--- config.mk ---
export PLATFORM = sky130hd
export DESIGN_NAME = loc_reset_timer
export DESIGN_NICKNAME = d
export VERILOG_FILES = /design/src/rtl/lrt_pkg.sv /design/src/rtl/lrt_blk_map.sv /design/src/rtl/lrt_lat_table.sv /design/src/rtl/lrt_pulse_fsm.sv /design/src/rtl/loc_reset_timer.sv
export SDC_FILE = /design/constraint.sdc
export NUM_CORES = 1
export LEC_CHECK = 0
export ABC_AREA = 0
export BUFFER_PORTS_ARGS = -buffer_cell sky130_fd_sc_hd__buf_2
export CORE_UTILIZATION = 30
export CTS_CLUSTER_SIZE = 14
export DETAILED_ROUTE_END_ITERATION = 16
export PLACE_DENSITY = 0.42
export SLEW_MARGIN = 10
export SYNTH_ARGS = -nofsm -noshare
export SYNTH_HDL_FRONTEND = slang
export SYNTH_HIERARCHICAL = 1
export SYNTH_SLANG_ARGS = --single-unit
--- constraint.sdc ---
create_clock -name clk -period 5.9 [get_ports clk]
set_clock_uncertainty 0.2 [all_clocks]
set_input_delay 0.885 -clock clk [delete_from_list [all_inputs] [get_ports clk]]
set_output_delay 0.885 -clock clk [all_outputs]
set_load 0.005 [all_outputs]
--- src/rtl/lrt_pkg.sv ---
`timescale 1ns/1ps
package lrt_pkg;
    typedef enum logic [1:0] {
        ST_IDLE  = 2'd0,
        ST_PULSE = 2'd1,
        ST_DONE  = 2'd2
    } pulse_state_e;
endpackage

--- src/rtl/lrt_blk_map.sv ---
`timescale 1ns/1ps
// Folds a block ID onto its latency-table entry. Blocks at equal distance
// from the two array ends share one entry; pairs of neighbours share too.
module lrt_blk_map #(
    parameter int ID_W  = 6,
    localparam int IDX_W = ID_W - 2
) (
    input  logic [ID_W-1:0]  blk_id,
    output logic [IDX_W-1:0] ent_idx
);
    logic [ID_W-1:0] folded;

    always_comb begin
        // Upper half mirrors: (2^ID_W - 1) - id equals the bitwise inverse.
        folded  = blk_id[ID_W-1] ? ~blk_id : blk_id;
        ent_idx = IDX_W'(folded >> 1);
    end

    always_comb begin
        assert_fold_range_R2: assert (folded < (1 << (ID_W - 1)))
            else $error("fold produced upper-half value");
    end
endmodule

--- src/rtl/lrt_lat_table.sv ---
`timescale 1ns/1ps
// Latency storage: one register per position group, plus the default
// register used by unprogrammed (zero) entries. NRD lookup ports.
module lrt_lat_table #(
    parameter int          N_ENT    = 16,
    parameter int          LAT_W    = 16,
    parameter int          NRD      = 2,
    parameter logic [15:0] DFLT_RST = 16'd24,
    localparam int         IDX_W    = $clog2(N_ENT)
) (
    input  logic                       clk,
    input  logic                       rst_n,
    input  logic                       tbl_we,
    input  logic [IDX_W-1:0]           tbl_addr,
    input  logic [LAT_W-1:0]           tbl_data,
    input  logic                       dflt_we,
    input  logic [LAT_W-1:0]           dflt_data,
    input  logic [NRD-1:0][IDX_W-1:0]  rd_idx,
    output logic [NRD-1:0][LAT_W-1:0]  rd_lat
);
    logic [LAT_W-1:0] ent_q [N_ENT];
    logic [LAT_W-1:0] dflt_q;

    genvar gi;
    generate
        for (gi = 0; gi < N_ENT; gi++) begin : g_ent
            always_ff @(posedge clk) begin
                if (!rst_n) begin
                    ent_q[gi] <= '0;
                end else if (tbl_we && (tbl_addr == IDX_W'(gi))) begin
                    ent_q[gi] <= tbl_data;
                end
            end
        end
    endgenerate

    always_ff @(posedge clk) begin
        if (!rst_n) begin
            dflt_q <= LAT_W'(DFLT_RST);
        end else if (dflt_we && (dflt_data != '0)) begin
            dflt_q <= dflt_data;
        end
    end

    generate
        for (gi = 0; gi < NRD; gi++) begin : g_rd
            always_comb begin
                rd_lat[gi] = (ent_q[rd_idx[gi]] == '0) ? dflt_q : ent_q[rd_idx[gi]];
            end
        end
    endgenerate

    assert_dflt_nonzero_R9: assert property (@(posedge clk) disable iff (!rst_n)
        dflt_q != '0);

    assert_tbl_write_R10: assert property (@(posedge clk) disable iff (!rst_n)
        tbl_we |=> ent_q[$past(tbl_addr)] == $past(tbl_data));
endmodule

--- src/rtl/lrt_pulse_fsm.sv ---
`timescale 1ns/1ps
// Three-state pulse sequencer: IDLE (ready) -> PULSE (enable, counting)
// -> DONE (one-cycle completion) -> IDLE.
module lrt_pulse_fsm
    import lrt_pkg::*;
#(
    parameter int LAT_W = 16
) (
    input  logic             clk,
    input  logic             rst_n,
    input  logic             req_valid,
    input  logic             use_b,
    input  logic [LAT_W-1:0] lat_a,
    input  logic [LAT_W-1:0] lat_b,
    output logic             req_ready,
    output logic             rst_en,
    output logic             rst_done
);
    pulse_state_e     state_q, state_nx;
    logic [LAT_W-1:0] cnt_q, cnt_nx;
    logic [LAT_W-1:0] load_lat;

    always_comb begin
        load_lat = (use_b && (lat_b > lat_a)) ? lat_b : lat_a;
    end

    // next-state and counter
    always_comb begin
        state_nx = state_q;
        cnt_nx   = cnt_q;
        unique case (state_q)
            ST_IDLE: begin
                if (req_valid) begin            // ACCEPT
                    state_nx = ST_PULSE;
                    cnt_nx   = load_lat;
                end
            end
            ST_PULSE: begin
                cnt_nx = cnt_q - 1'b1;
                if (cnt_q == LAT_W'(1)) begin   // EXPIRE
                    state_nx = ST_DONE;
                end                             // else HOLD
            end
            ST_DONE: begin                      // RELEASE
                state_nx = ST_IDLE;
            end
            default: begin
                state_nx = ST_IDLE;
                cnt_nx   = '0;
            end
        endcase
    end

    // state register
    always_ff @(posedge clk) begin
        if (!rst_n) begin
            state_q <= ST_IDLE;
            cnt_q   <= '0;
        end else begin
            state_q <= state_nx;
            cnt_q   <= cnt_nx;
        end
    end

    // outputs
    always_comb begin
        req_ready = 1'b0;
        rst_en    = 1'b0;
        rst_done  = 1'b0;
        unique case (state_q)
            ST_IDLE:  req_ready = 1'b1;
            ST_PULSE: rst_en    = 1'b1;
            ST_DONE:  rst_done  = 1'b1;
            default:  ;
        endcase
    end

    assert_load_nonzero_R4: assert property (@(posedge clk) disable iff (!rst_n)
        (req_valid && req_ready) |-> load_lat != '0);

    assert_accept_starts_R3: assert property (@(posedge clk) disable iff (!rst_n)
        (req_valid && req_ready) |=> (rst_en && !req_ready));

    assert_cnt_live_R3: assert property (@(posedge clk) disable iff (!rst_n)
        (state_q == ST_PULSE) |-> cnt_q != '0);

    assert_en_excl_ready_R6: assert property (@(posedge clk) disable iff (!rst_n)
        $countones({rst_en, req_ready, rst_done}) == 1);

    assert_done_after_en_R6: assert property (@(posedge clk) disable iff (!rst_n)
        $fell(rst_en) |-> rst_done);

    assert_done_single_R6: assert property (@(posedge clk) disable iff (!rst_n)
        rst_done |=> (!rst_done && req_ready));

    assert_busy_hold_R7: assert property (@(posedge clk) disable iff (!rst_n)
        (rst_en && cnt_q != LAT_W'(1)) |=> rst_en);
endmodule

--- src/rtl/loc_reset_timer.sv ---
`timescale 1ns/1ps
// Top: maps both request block IDs to table entries, looks up their
// latencies and hands them to the pulse sequencer.
module loc_reset_timer #(
    parameter int          ID_W     = 6,
    parameter int          LAT_W    = 16,
    parameter logic [15:0] DFLT_RST = 16'd24,
    localparam int         IDX_W    = ID_W - 2,
    localparam int         N_ENT    = 1 << IDX_W,
    localparam int         NRD      = 2
) (
    input  logic             clk,
    input  logic             rst_n,
    input  logic             req_valid,
    output logic             req_ready,
    input  logic [ID_W-1:0]  req_blk_a,
    input  logic [ID_W-1:0]  req_blk_b,
    input  logic             req_pair,
    input  logic             tbl_we,
    input  logic [IDX_W-1:0] tbl_addr,
    input  logic [LAT_W-1:0] tbl_data,
    input  logic             dflt_we,
    input  logic [LAT_W-1:0] dflt_data,
    output logic             rst_en,
    output logic             rst_done
);
    logic [NRD-1:0][ID_W-1:0]  blk_ids;
    logic [NRD-1:0][IDX_W-1:0] ent_idx;
    logic [NRD-1:0][LAT_W-1:0] ent_lat;

    assign blk_ids[0] = req_blk_a;
    assign blk_ids[1] = req_blk_b;

    genvar gi;
    generate
        for (gi = 0; gi < NRD; gi++) begin : g_map
            lrt_blk_map #(.ID_W(ID_W)) u_map (
                .blk_id  (blk_ids[gi]),
                .ent_idx (ent_idx[gi])
            );
        end
    endgenerate

    lrt_lat_table #(
        .N_ENT    (N_ENT),
        .LAT_W    (LAT_W),
        .NRD      (NRD),
        .DFLT_RST (DFLT_RST)
    ) u_table (
        .clk       (clk),
        .rst_n     (rst_n),
        .tbl_we    (tbl_we),
        .tbl_addr  (tbl_addr),
        .tbl_data  (tbl_data),
        .dflt_we   (dflt_we),
        .dflt_data (dflt_data),
        .rd_idx    (ent_idx),
        .rd_lat    (ent_lat)
    );

    lrt_pulse_fsm #(.LAT_W(LAT_W)) u_fsm (
        .clk       (clk),
        .rst_n     (rst_n),
        .req_valid (req_valid),
        .use_b     (req_pair),
        .lat_a     (ent_lat[0]),
        .lat_b     (ent_lat[1]),
        .req_ready (req_ready),
        .rst_en    (rst_en),
        .rst_done  (rst_done)
    );
endmodule

==> results.txt <==
In this run the tightest slew margin relative to its limit is 20.77%. The shortest period the worst path allows came out at 5.628 ns. The cts-stage hold buffer count is 0.

The die width is 235.9 um. The root cell of the clock tree is sky130_fd_sc_hd__clkbuf_16. The post-route netlist has 30.03% of its cells at a drive strength greater than 1. The initial antenna violation count is 3. The final HPWL from detailed placement came out at 39.05 mm. In the routed design, unresolved DRC markers number 0. The static leakage came out at 7.189 nW.

The first global-routing pass estimated 83.17 mm of wire. The max-slew violation count is 0. STA classifies the critical path startpoint as an input port. The TritonCTS clock tree is done. The net total in the final layout came out at 1508.

Setup violations remaining at the end of the flow were counted as 0. For this design the total switching power over the nets is 0.001893 W. The critical path's most frequent cell is sky130_fd_sc_hd__buf_4. The worst supply voltage drop on vdd came out at 0.0001836 V. The count of buffers added on input and output ports is 54. Global routing consumed, over all layers together, 20.80% of the routing resources.

The via count of the first global-routing pass is 12180. The layout overhead on the synthesized area came out at 21.24%. Counting distinct cell types in the post-synthesis netlist gives 67. Setup repair after global routing left no endpoint under its margin. The die is 235.9 um tall.

For this design, the slowest cell found on the critical path is sky130_fd_sc_hd__or4b_1. The number of detailed-routing iterations run before antenna repair is 5. The final non-filler cell total is 2163. The maximum cell stage delay along the critical path came out at 0.53 ns. The run finished with clean final reports. The worst hold path belongs to the class reg2reg. In this run the mean area of a mapped cell was 12.89 um^2. The detailed-route wire length is 57.09 mm.

The power density over cell area is 313.1 mW/mm^2. The number of placed I/O pins is 57. The number of setup buffers added after CTS is 0.

The number of flops mapped to enable cells by yosys came out at 256. The largest fanout of any net on the critical path came out at 16. The required time of the critical path came out at 6.10 ns. The pre-CTS worst setup slack came out at -0.2137 ns. Leaving out fill and tap cells, the most frequent cell in the layout is sky130_fd_sc_hd__and2_1.

The register area share after synthesis is 51.00%. The clock passes through at most 3 buffers. The design draws 0.006229 W.

The share of power burned in combinational logic is 26.5%. The maximum operating frequency is 177.7 MHz. The slew at the pin with the worst max-slew slack came out at 1.187 ns. Measured on the finished design, the core utilization comes to 36.90%. In the layout the commonest cells are 262 x sky130_fd_sc_hd__and2_1, 256 x sky130_fd_sc_hd__edfxtp_1, 145 x sky130_fd_sc_hd__buf_4. After clock tree synthesis, the clock-pin slew on the worst setup and hold paths is 0.05 ns.

The final-layout worst hold slack came out at 0.2791 ns. The clock latency on the worst-skew pair came out at 0.56 ns. The final antenna-violating net count is 0.

The detailed router's first-iteration violation count is 844. The largest net degree at the start of global routing is 33. In this run the standard cell core region covers 0.05392 mm^2.

The die covers 0.05564 mm^2. The count of instances resized after the clock tree is built came out at 0. The final setup slack of the worst path came out at 0.2724 ns. The number of placed instances with taps included came out at 2093.

The CTS H-tree depth is 2. For this block, the via count after detailed routing is 11580. STA puts the critical path data arrival time at 5.83 ns. Global routing finished with a remaining overflow of 0. The cell-internal power is 0.004336 W. The share of total power dissipated in the clock network is 33.8%.

Traced cell by cell, the critical path runs through buf_2 > xor2_4 > buf_12 > buf_12 > mux4_2 > a22o_1 > nor2_1 > nand4_1 > or4b_1 > buf_4 > o31ai_1 > buf_4 > ha_1 > nand4_2 > a311oi_1 > a211oi_1 > a31oi_2 > buf_4 > mux2i_1 > o22ai_1. The post-synth net total is 1345. The number of hold violations in the final report was 0. The critical path in this run is classified as in2reg. The row count is 85. The switching share of power is 30.40%.

The flip-flop and latch count after synthesis came out at 290. The CTS buffer count is 37. The weighted congestion reported at the end of routability-driven placement came out at 0.8505. The number of clock sinks is 290.

The detailed-route wire length per cell is 26.39 um. The final clock period utilization by the worst path came out at 95.38%. Using the TritonRoute via totals, the vias-per-cell ratio works out to 5.355. The initial core utilization came out at 30.43%. The yosys synthesis warning count came out at 6. The synthesized instance count is 1273. The netlist area before placement came out at 0.01641 mm^2. Registers are responsible for 39.7% of the overall power.

The post-synthesis async set-or-reset flop share is 0%. The most used flip-flop cell after synthesis is sky130_fd_sc_hd__edfxtp_1. STA classifies the critical path endpoint as a flop. Max-cap violations in this run came to 0.
## area by class of cell
type                    count  area [um^2]
diodes                      2        5.005
well taps                 696        870.8
multi-input cells         861         7664
flip-flops and latches    290         8368
inverters                  26        97.59
clock buffers              48        997.2
repair buffers            220         1779
fillers                  5234        34030
clock inverters            20        112.6
## worst max-delay path, delay by kind of cell
| kind | cells | cell delay (ns) |
|---|---|---|
| AOI/OAI and AO/OA | 6 | 1.36 |
| and+or+nand+nor | 4 | 1.23 |
| muxes | 2 | 0.82 |
| buffers and inverters | 6 | 1.18 |
| xor gates and xnor gates | 1 | 0.17 |
| adders and majority gates | 1 | 0.15 |
## path summary, 6_finish.rpt
path         depth (start not counted)           startpoint                to  slack [ns]
max                                 20         req_blk_b[5]   u_fsm/cnt_q[12]        0.27
min                                  1     u_fsm/state_q[1]  u_fsm/state_q[0]        0.28
max reg2reg                         16  u_table/ent_q[3][0]   u_fsm/cnt_q[12]        0.94
min reg2reg                          1     u_fsm/state_q[1]  u_fsm/state_q[0]        0.28
## stage by stage
stage	TNS, ns	area [um^2]
after floorplan	0	16410
after global placement	-1.211	18780
after detailed placement	-1.925	18780
after CTS	0	19890
after global routing	0	19890
final	0	19890
## power by group through the flow
stage | Combinational (W) | Clock, W | Sequential (W)
floorplan | 0.000913 | 0 | 0.00248
global placement | 0.00164 | 0 | 0.00251
detailed placement | 0.00165 | 0 | 0.00251
CTS | 0.00166 | 0.00217 | 0.00247
global route | 0.00177 | 0.00224 | 0.00249
finish | 0.00165 | 0.00211 | 0.00247
## synth_stat cells, drive strengths merged (2+ instances only)
cell type / count / area share, %
o31ai: 16 / 0.91
clkbuf: 71 / 1.6
mux2i: 36 / 2.2
mux4: 117 / 16
nor4: 9 / 0.51
dfxtp: 34 / 4.1
a22o: 34 / 1.8
a21boi: 14 / 0.64
nand2: 81 / 1.9
a221oi: 12 / 0.68
and2: 262 / 10
or3: 2 / 0.076
a22oi: 23 / 1.1
o31a: 2 / 0.11
inv: 25 / 0.57
nand4b: 2 / 0.11
a31oi: 3 / 0.11
o21a: 4 / 0.18
ha: 18 / 1.4
o211ai: 3 / 0.14
nand2b: 4 / 0.15
nand3b: 3 / 0.14
o21ba: 3 / 0.18
nor2b: 9 / 0.34
nand4: 30 / 1.2
nor2: 49 / 1.1
nor3: 10 / 0.34
o22ai: 10 / 0.38
o21bai: 10 / 0.46
o41ai: 2 / 0.11
xor2: 8 / 0.43
edfxtp: 256 / 47
nand3: 13 / 0.40
buf: 25 / 1.2
a21oi: 17 / 0.52
o21ai: 38 / 1.2
## sequential cells by signal, summed over array words and instances, names as in the netlist
register,flops
u_fsm/state_q,2
u_fsm/cnt_q,16
u_table/dflt_q,16
u_table/ent_q,256
## logic make-up after synthesis
kind of cell	after synthesis	synth area share (%)
and+or+nand+nor	481	16.58
buffers and inverters	122	3.378
muxes	153	18.25
xor gates and xnor gates	9	0.4804
adders and majority gates	18	1.372
DFF	290	51.00
AOI/OAI and AO/OA	200	8.936
## layer usage
metal,up-vias,global-route usage [%],wire length [um]
met5,-,0,16
met4,4,5.348,1092
met3,65,2.411,2633
met2,286,35.05,27750
met1,6017,28.31,25600
li1,5211,-,-
Note: power is estimated with default switching activity, not from simulation.
